## src/rtl/wrf_pkg.sv

```systemverilog
package wrf_pkg;

  typedef enum logic [1:0] {
    PTR_HOLD  = 2'd0,
    PTR_CLEAR = 2'd1,
    PTR_STEP  = 2'd2
  } ptr_op_e;

  // clear wins over advance
  function automatic ptr_op_e ptr_op_decode(input logic clr, input logic add);
    if (clr)      return PTR_CLEAR;
    else if (add) return PTR_STEP;
    else          return PTR_HOLD;
  endfunction

endpackage

```

## src/rtl/wrf_pointer.sv

```systemverilog
module wrf_pointer
  import wrf_pkg::*;
#(
  parameter int PTR_W = 6
) (
  input  logic             clk,
  input  logic             rst,
  input  ptr_op_e          op,
  input  logic [PTR_W-1:0] step,
  output logic [PTR_W-1:0] wp_q
);

  function automatic logic [PTR_W-1:0] next_base(input logic [PTR_W-1:0] base,
                                                 input logic [PTR_W-1:0] inc);
    return PTR_W'(base + inc);
  endfunction

  logic clear_evt, step_evt, hold_evt;
  assign clear_evt = (op == PTR_CLEAR);
  assign step_evt  = (op == PTR_STEP);
  assign hold_evt  = (op == PTR_HOLD);

  always_ff @(posedge clk) begin
    if (rst)            wp_q <= '0;
    else if (clear_evt) wp_q <= '0;
    else if (step_evt)  wp_q <= next_base(wp_q, step);
  end

  assert_reset_clears_R5: assert property (@(posedge clk) rst |=> wp_q == '0);

  assert_clear_R6: assert property (@(posedge clk) disable iff (rst)
    clear_evt |=> wp_q == '0);

  assert_step_wraps_R7: assert property (@(posedge clk) disable iff (rst)
    step_evt |=> wp_q == PTR_W'($past(wp_q) + $past(step)));

  assert_hold_R8: assert property (@(posedge clk) disable iff (rst)
    hold_evt |=> $stable(wp_q));

endmodule

```

## src/rtl/wrf_index.sv

```systemverilog
module wrf_index #(
  parameter int PTR_W = 6,
  parameter int SEL_W = 2
) (
  input  logic [PTR_W-1:0] base,
  input  logic [SEL_W-1:0] sel,
  output logic [PTR_W-1:0] idx
);

  function automatic logic [PTR_W-1:0] win_index(input logic [PTR_W-1:0] b,
                                                 input logic [SEL_W-1:0] s);
    return PTR_W'(b + PTR_W'(s));
  endfunction

  assign idx = win_index(base, sel);

endmodule

```

## src/rtl/wrf_bank.sv

```systemverilog
module wrf_bank #(
  parameter int DATA_W = 16,
  parameter int DEPTH  = 64,
  parameter int NUM_RD = 2,
  localparam int PTR_W = $clog2(DEPTH)
) (
  input  logic                         clk,
  input  logic                         rst,
  input  logic                         wr_en,
  input  logic [PTR_W-1:0]             wr_idx,
  input  logic [DATA_W-1:0]            wr_data,
  input  logic [NUM_RD-1:0][PTR_W-1:0] rd_idx,
  output logic [NUM_RD-1:0][DATA_W-1:0] rd_data
);

  logic [DATA_W-1:0] mem [DEPTH];

  always_ff @(posedge clk) begin
    if (wr_en) mem[wr_idx] <= wr_data;
  end

  for (genvar g = 0; g < NUM_RD; g++) begin : g_rd
    assign rd_data[g] = mem[rd_idx[g]];
  end

  assert_write_lands_R3: assert property (@(posedge clk) disable iff (rst)
    wr_en |=> mem[$past(wr_idx)] == $past(wr_data));

endmodule

```

## src/rtl/win_regfile.sv

```systemverilog
module win_regfile
  import wrf_pkg::*;
#(
  parameter int DATA_W = 16,
  parameter int DEPTH  = 64,
  parameter int WIN    = 4,
  localparam int PTR_W = $clog2(DEPTH),
  localparam int SEL_W = $clog2(WIN)
) (
  input  logic              clk,
  input  logic              rst,
  input  logic              wp_clr,
  input  logic              wp_add,
  input  logic [PTR_W-1:0]  wp_step,
  input  logic [SEL_W-1:0]  sel_left,
  input  logic [SEL_W-1:0]  sel_right,
  input  logic              wr_en,
  input  logic [DATA_W-1:0] wr_data,
  output logic [DATA_W-1:0] rd_left,
  output logic [DATA_W-1:0] rd_right,
  output logic [PTR_W-1:0]  wp_out
);

  localparam int NUM_RD = 2;

  ptr_op_e                         ptr_op;
  logic [PTR_W-1:0]                base;
  logic [NUM_RD-1:0][SEL_W-1:0]    sels;
  logic [NUM_RD-1:0][PTR_W-1:0]    phys;
  logic [NUM_RD-1:0][DATA_W-1:0]   rdata;

  assign ptr_op = ptr_op_decode(wp_clr, wp_add);
  assign sels   = {sel_right, sel_left};

  wrf_pointer #(.PTR_W(PTR_W)) u_ptr (
    .clk  (clk),
    .rst  (rst),
    .op   (ptr_op),
    .step (wp_step),
    .wp_q (base)
  );

  for (genvar p = 0; p < NUM_RD; p++) begin : g_idx
    wrf_index #(.PTR_W(PTR_W), .SEL_W(SEL_W)) u_idx (
      .base (base),
      .sel  (sels[p]),
      .idx  (phys[p])
    );
  end

  // port 0 is Left: it is also the write target, with the pre-edge pointer
  wrf_bank #(.DATA_W(DATA_W), .DEPTH(DEPTH), .NUM_RD(NUM_RD)) u_bank (
    .clk     (clk),
    .rst     (rst),
    .wr_en   (wr_en),
    .wr_idx  (phys[0]),
    .wr_data (wr_data),
    .rd_idx  (phys),
    .rd_data (rdata)
  );

  assign rd_left  = rdata[0];
  assign rd_right = rdata[1];
  assign wp_out   = base;

endmodule

```

## config.mk

```make
export PLATFORM = sky130hd
export DESIGN_NAME = win_regfile
export DESIGN_NICKNAME = d
export VERILOG_FILES = /design/src/rtl/wrf_pkg.sv /design/src/rtl/wrf_pointer.sv /design/src/rtl/wrf_index.sv /design/src/rtl/wrf_bank.sv /design/src/rtl/win_regfile.sv
export SDC_FILE = /design/constraint.sdc
export NUM_CORES = 1
export LEC_CHECK = 0
export BUFFER_PORTS_ARGS = -buffer_cell sky130_fd_sc_hd__buf_2
export CAP_MARGIN = 20
export CORE_UTILIZATION = 30
export CTS_CLUSTER_DIAMETER = 30
export DETAILED_ROUTE_END_ITERATION = 10
export HOLD_SLACK_MARGIN = 0.15
export PLACE_DENSITY_LB_ADDON = 0.25
export SYNTH_ARGS = -nofsm -noshare
export SYNTH_HDL_FRONTEND = slang
export SYNTH_HIERARCHICAL = 1
export SYNTH_SLANG_ARGS = --single-unit
```

## constraint.sdc

```tcl
create_clock -name clk -period 8.89 [get_ports clk]
set_input_delay 0 -clock clk [delete_from_list [all_inputs] [get_ports clk]]
set_output_delay 0 -clock clk [all_outputs]
set_load 0.01 [all_outputs]
```

Yosys cells after proc, flatten, opt, wreduce, memory -nomap -nowiden
Memory sizes are Yosys's and may differ from the RTL's.
Cells that the tools add are included.
- RAM bits: 1024
- bits in read-only memories: 0
- input bits: 31
- word-level logic and storage cells: 12
- memories kept: 1
- output and inout bits: 38
- register bits after elaboration: 6
- latch bits: 0
- equality and inequality tests: 2
- multiply operators: 0
- div/mod/pow operators: 0
- shifts and indexed selects: 0
- multiplexer cells: 4
- reductions and logical operators: 1
- bitwise gates (word level): 0
- $lt $le $gt $ge: 0
- $add $sub $neg: 3
- memories (name ; words ; bits a word ; read ports ; clocked after memory_dff ; wr ports ; line ; RTL):
    u_bank.mem ; 64 ; 16 ; 2 ; 0 ; 1 ; wrf_bank.sv:16 ; logic [DATA_W-1:0] mem [DEPTH];
- operators by type and width (operator ; number):
    $add A6 B2 Y6 ; 2
    $add A6 B6 Y6 ; 1
    $mux W2 ; 2
    $eq A2 B1 Y1 const B ; 1
    $eq A2 B2 Y1 const B ; 1
    $mux W1 ; 2
    $reduce_or A2 Y1 ; 1

Longest topological paths before layout
Gate-level depths: netlist of run 1.
- depth in word-level cells: 4
- mapped depth: 12
- gate-level depth less buffers: 9

Modules after synthesis
Netlist of run 1, hierarchy kept.
- by module, submodules not included (module ; times used ; sequential area each (µm²) ; cells an instance ; area an instance (µm²)):
    wrf_bank ; 1 ; 30749.5 ; 2550 ; 48196.2
    wrf_pointer ; 1 ; 120.1 ; 50 ; 441.7
    wrf_index ; 2 ; 0.0 ; 11 ; 102.6
    win_regfile ; 1 ; 0.0 ; 1 ; 13.8

Worst setup path before layout of run 1
Ideal clock, no wire load.
- path type: register to register
- start point: reg u_ptr.wp_q[1]
- end point: mem u_bank.mem[48][0], enable pin
- period minus slack after synthesis: 3.298 ns
- buffers on the path: 1
- arrival time: 2.889 ns
- required time: 8.481 ns
- library setup time: 0.409 ns
- path slack: 5.592 ns
- cell stages (with the launch flop): 8
- path through: dfxtp_1 ha_1 a21o_1 nand4_1 xnor2_1 clkbuf_1 nand4b_1 nor3_1
- RTL lines (element ; line ; RTL):
    start: declaration ; wrf_pointer.sv:10 ; output logic [PTR_W-1:0] wp_q
    start signal: assignment ; wrf_pointer.sv:26 ; else if (step_evt) wp_q <= next_base(wp_q, step);
    end: declaration ; wrf_bank.sv:16 ;

==> flow_summary.json, run 1 <==
{
  "clock_sinks": 1030,
  "ir_drop_v": 0.000175,
  "power_mw": 15.5,
  "cts_resized": 0,
  "post-dp-hpwl_um": 102000,
  "worst_pin_slew_ns": 1.25,
  "cts_buffer_depth": 3,
  "post_cts_buffers": 0,
  "hold_depth": 2,
  "synth_top_flop_cell": "edfxtp_1",
  "rsz0062_at_grt": "no",
  "ys_warn_count": 6,
  "wl_per_cell_um": 31.7,
  "ys_types": 55,
  "via_count": 29800,
  "start_util": 0.303,
  "place_congestion": 0.887,
  "cp-start-kind": "flop",
  "synth_edf_count": 1024,
  "grt_max_degree": 129,
  "path_common_cell": "buf_4",
  "drtAntennaViolNets": 0,
  "area_growth_pct": 24.2,
  "cts_tree": "built",
  "power.leakage_nw": 18.9,
  "ios": 69,
  "track_usage": 0.202,
  "overflow": 0,
  "cp_max_fo": 30,
  "synth_fp_nets": 2666,
  "initialDrtViolationCount": 3964,
  "hold_class": "in2reg",
  "ys_ff_latch": 1030,
  "holdBufCountCts": 38,
  "io_buffers": 68,
  "crit_arrival_ns": 5.85,
  "criticalPathCategory": "reg2out",
  "path_depth": 11,
  "crit_slowest_cell": "fa_4",
  "cpPeakStageDelay_ns": 1.10,
  "rows": 147,
  "dieArea_sq_um": 164000,
  "critical_path_buf_inv_count": 4,
  "fin_crit_sh": 0.658,
  "vias_per_cell": 5.64,
  "async_flop_share": 0,
  "status": "finished clean",
  "rr_worst_depth": 5,
  "root_buffer": "clkbuf_16",
  "fmax_ghz": 0.171,
  "end_kind": "output port",
  "slew_headroom": 0.159,
  "cp_data_required_time_ns": 8.89,
  "postSynthAreaPerCell_sq_um": 18.6,
  "fin_skew_ns": 0.0324,
  "slew_violations": 0,
  "fin_tns_setup_ns": 0,
  "coreArea_sq_um": 161000,
  "cts_made_buffers": 236,
  "synth_cells": 2623,
  "antenna_found_initial": 13,
  "wl_um": 167000,
  "clkTransAtPathRegs_ns": 0.05,
  "netlist_area_sq_um": 48900,
  "clock_latency_ns": 0.82,
  "place_ws_ns": 3.94,
  "grt_pass1_vias": 30500,
  "layout_min_cycle_time_ns": 5.85,
  "die_x_um": 406,
  "grt_pass1_wl_um": 234000,
  "finalSetupViolCount": 0,
  "maxCapViolCount": 0,
  "holdWs_ns": 0.337,
  "drc": 0,
  "die_y_um": 406,
  "critical_path.cell_chain": "ha_4 > fa_4 > buf_4 > buf_4 > mux4_2 > nand2_1 > a21oi_1 > a311oi_1 > nor4_1 > buf_4 > buf_2",
  "crit_family": "buffers and inverters",
  "htreeDepth": 4,
  "hold_viol": 0,
  "fin_ws_ns": 3.04,
  "dr.pass1.iters": 7,
  "drive_gt1_frac": 0.392,
  "synth-seq-area-share": 0.632,
  "num-nets-final": 2936,
  "power.density_nw_per_um2": 255
}
[where the power goes]
group	switching (mW)	leakage, nW	total [mW]	internal (mW)
clock	2.86	3.89	8.79	5.93
combinational	0.827	5.78	1.31	0.485
sequential	0.0113	9.26	5.39	5.38
total	3.70	18.9	15.5	11.8
[cell type report]
type	instances	area, sq um
fillers	14800	100000
flip-flops and latches	1030	30900
multi-input cells	1372	16900
clock buffers	267	6060
well taps	2160	2700
clock inverters	182	2150
repair buffers	246	1950
inverters	7	26.3
diodes	10	25.0
[layout by cell type (no fill, tap or decap), types with 6 or more instances in the layout]
cell type,count
clkinvlp_4,38
ha_1,7
mux2i_1,152
clkinv_1,36
o22ai_1,72
a311oi_1,24
o21ai_0,24
mux4_2,407
nand4_1,6
clkbuf_1,29
diode_2,10
nand3_1,10
edfxtp_1,1024
a221oi_1,23
a22oi_1,26
buf_12,7
nor2b_1,9
a21oi_1,36
dlygate4sd3_1,38
nor4_1,23
dfxtp_1,6
clkbuf_16,238
clkinv_4,18
bufinv_16,36
mux2_2,152
and3_1,10
clkinv_2,41
a211oi_1,96
nor2_2,39
a221o_1,8
o21ai_1,17
mux4_1,9
nand2b_1,10
a31oi_1,24
nand2_1,82
buf_2,73
buf_4,117
buf_8,8
nor2_1,58
[cell usage after synthesis, drive strengths merged, types with 3 or more instances]
master	number	area, sq um
xnor2	7	61.3
inv	5	18.8
o22ai	72	450
a211oi	96	721
fa	3	60.1
a221o	8	80.1
o21ai	41	205
nand3	10	50.1
ha	9	113
and2	3	18.8
nor2	99	377
and3	10	62.6
nand3b	5	37.5
nor2b	10	70.1
a311oi	25	225
a21oi	36	180
xor2	3	26.3
dfxtp	6	120
clkbuf	54	226
nand2	82	308
nand4	6	37.5
a21o	3	22.5
mux2	152	1710
a221oi	24	216
nor3	3	15.0
a31oi	24	150
mux2i	152	1520
nor4	24	150
nand2b	12	75.1
edfxtp	1024	30700
a22oi	26	195
mux4	416	9400
buf	160	1110
[state kept, by name, summed over array words and instances, names as in the netlist]
register and count:
u_bank/mem 1024, u_ptr/wp_q 6
[worst register-to-register path, delay by kind of cell (launching register included)]
family                   cells  cell delay [ns]
flip-flops                   1             0.39
buffers and inverters        1             0.47
adder cells (fa/ha/maj)      2             1.30
AND/OR/NAND/NOR              2             2.35
[worst paths after layout]
| kind | from | end | slack, ns |
|---|---|---|---|
| setup / recovery | u_ptr/wp_q[0] | rd_left[1] | 3.04 |
| hold / removal | wr_data[2] | u_bank/mem[50][2] | 0.34 |
| setup reg to reg | u_ptr/wp_q[0] | u_bank/mem[7][14] | 3.95 |
| hold reg to reg | u_ptr/wp_q[1] | u_ptr/wp_q[1] | 0.69 |
[metrics by stage]
stage                util  std cells  cell area [sq um]
floorplan               -       2623              48900
global placement    0.321       4756              51800
detailed placement  0.323       4773              52000
CTS                 0.376       5260              60600
global route        0.376       5265              60600
finish              0.376       5274              60700
[metal layers]
layer / routed length [um] / vias up / GRT usage
li1: - / 11900 / -
met1: 68400 / 15900 / 0.274
met2: 76400 / 1621 / 0.309
met3: 15100 / 319 / 0.0474
met4: 7070 / 4 / 0.0851
met5: 19 / - / 0
[logic make-up after synthesis]
| logic type | Yosys count | share of synthesized area |
|---|---|---|
| buf+inv | 221 | 0.0278 |
| simple gates | 273 | 0.0260 |
| flops | 1030 | 0.632 |
| fa+ha+maj | 12 | 0.00353 |
| xor+xnor | 10 | 0.00179 |
| compound gates | 357 | 0.0504 |
| mux | 720 | 0.259 |
Note: power is estimated with default switching activity, not from simulation.
==> run 2, diff against run 1 <==
- clock period: 8.89 -> 5.5 ns (I/O delays scaled with it)
==> flow_summary.json, run 2 (same netlist as run 1, synthesis figures left out) <==
{
  "rrSetupSlack_ns": 1.47,
  "post-dp-hpwl_um": 104000,
  "cpPeakStageDelay_ns": 1.24,
  "top_layer_used": "met5",
  "ios": 69,
  "antenna_found_initial": 15,
  "reg_top3": "u_bank/mem: 1024 flops, u_ptr/wp_q: 6 flops",
  "place_congestion": 0.888,
  "final_cell_mix": "1024 x edfxtp_1, 407 x mux4_2, 229 x clkbuf_16",
  "maxCapViolCount": 0,
  "slew_violations": 0,
  "multi_input_area_sq_um": 16900,
  "wl_met3_um": 15000,
  "critical_path.cell_chain": "ha_4 > fa_4 > buf_4 > mux4_2 > o22ai_1 > a211oi_1 > a211oi_1 > nor4_1 > buf_2",
  "min_to": "u_ptr/wp_q[5]",
  "num-nets-final": 3000,
  "finalSetupViolCount": 0,
  "cts_buffer_depth": 3,
  "wl_met2_um": 77200,
  "status": "finished clean",
  "power.leakage_nw": 19.2,
  "io_buffers": 68,
  "hold_class": "in2reg",
  "vias_per_cell": 5.55,
  "regMostFlops": "u_bank/mem",
  "clock_latency_ns": 0.86,
  "die_y_um": 406,
  "fin_skew_ns": 0.0921,
  "fmax_ghz": 0.189,
  "rr_worst_depth": 6,
  "end_kind": "output port",
  "rsz0062_at_grt": "no",
  "ir_drop_v": 0.000280,
  "area_growth_pct": 24.7,
  "slew_headroom": 0.185,
  "drc": 0,
  "cts_tree": "built",
  "die_x_um": 406,
  "wl_per_cell_um": 30.8,
  "dr.pass1.iters": 6,
  "wl_um": 164000,
  "grt_max_degree": 78,
  "post_cts_buffers": 0,
  "cp_data_required_time_ns": 5.50,
  "layout_min_cycle_time_ns": 5.29,
  "cp_max_fo": 32,
  "rows": 147,
  "largest_reg_flops": 1024,
  "path_common_cell": "a211oi_1",
  "initialDrtViolationCount": 3296,
  "fin_crit_sh": 0.963,
  "overflow": 0,
  "grt_pass1_wl_um": 230000,
  "drive_gt1_frac": 0.401,
  "clock_sinks": 1030,
  "root_buffer": "clkbuf_16",
  "dieArea_sq_um": 164000,
  "start_util": 0.303,
  "final_common_cell": "edfxtp_1",
  "holdWs_ns": 0.324,
  "cts_resized": 0,
  "cts_made_buffers": 229,
  "min-delay-start": "wp_step[4]",
  "clkTransAtPathRegs_ns": 0.05,
  "power.density_nw_per_um2": 401,
  "fin_tns_setup_ns": 0,
  "drtAntennaViolNets": 0,
  "r2r_end": "u_bank/mem[46][6]",
  "criticalPathCategory": "reg2out",
  "via_count": 29500,
  "cp-start-kind": "flop",
  "fill_cells": 14800,
  "timing.rr.start": "u_ptr/wp_q[0]",
  "grt_pass1_vias": 30600,
  "wl_met1_um": 65700,
  "seq_area_sq_um": 30900,
  "power_mw": 24.4,
  "worst_pin_slew_ns": 1.21,
  "hold_depth": 6,
  "coreArea_sq_um": 161000,
  "crit_arrival_ns": 5.29,
  "htreeDepth": 4,
  "hold_viol": 0,
  "track_usage": 0.198,
  "crit_slowest_cell": "fa_4"
}
## run 2: changes by cell type in the layout (fill, tap and decap cells not counted), sizes merged
cell	previous run	this run
diode	10	1
clkbuf	267	258
clkinvlp	38	28
bufinv	36	30
buf	208	279
clkinv	104	111
inv	11	13
## run 2: what timing repair did
action / 4_1_cts / 5_1_grt
hold buffers: 36 / 2
endpoints found under the hold margin: 1182 / 27
setup endpoints to repair: 0 / 0
## run 2: worst max-delay path by stage
| stage | end | startpoint | slack [ns] |
|---|---|---|---|
| floorplan | u_bank/mem[48][0] | u_ptr/wp_q[1] | 2.20 |
| global placement | rd_right[12] | u_ptr/wp_q[0] | 1.13 |
| detailed placement | rd_right[12] | u_ptr/wp_q[0] | 1.07 |
| CTS | rd_right[12] | u_ptr/wp_q[0] | 0.20 |
| global route | rd_right[13] | u_ptr/wp_q[0] | 0.13 |
| finish | rd_right[13] | u_ptr/wp_q[0] | 0.21 |
## run 2: worst max-delay path: cells and delay by family (launching register included)
family | cells | cell delay, ns
compound gates | 3 | 0.54
simple gates | 1 | 1.10
buf+inv | 2 | 0.70
mux | 1 | 0.27
flops | 1 | 0.39
fa+ha+maj | 2 | 1.45
## run 2: final cells by class
cell class | count | share of cell area
sequential | 1030 | 0.507
multi-input combinational | 1372 | 0.277
clock buffer | 258 | 0.0959
tap | 2160 | 0.0444
timing repair buffer | 317 | 0.0416
clock inverter | 175 | 0.0340
inverter | 7 | 0.000431
antenna | 1 | 0.0000411
## run 2: metrics by stage
stage	utilization	cells	setup WS (ns)	instance area (sq um)
3_5_place_dp	0.326	4844	1.07	52600
2_1_floorplan	-	2623	2.20	48900
4_1_cts	0.378	5313	0.201	60800
5_1_grt	0.378	5319	0.129	60900
3_3_place_gp	0.326	4842	1.13	52500
6_report	0.378	5320	0.206	60900
## run 2: routing by layer
layer	up-vias	track usage
met5	-	0
met4	2	0.0748
met3	286	0.0543
met2	1487	0.313
met1	15700	0.259
li1	12000	-
## run 2: power breakdown
part	internal [mW]	leakage [nW]	total, mW	switching (mW)
clock network	9.05	3.76	13.6	4.58
registers	8.69	9.26	8.71	0.0176
logic	0.823	6.15	2.11	1.29
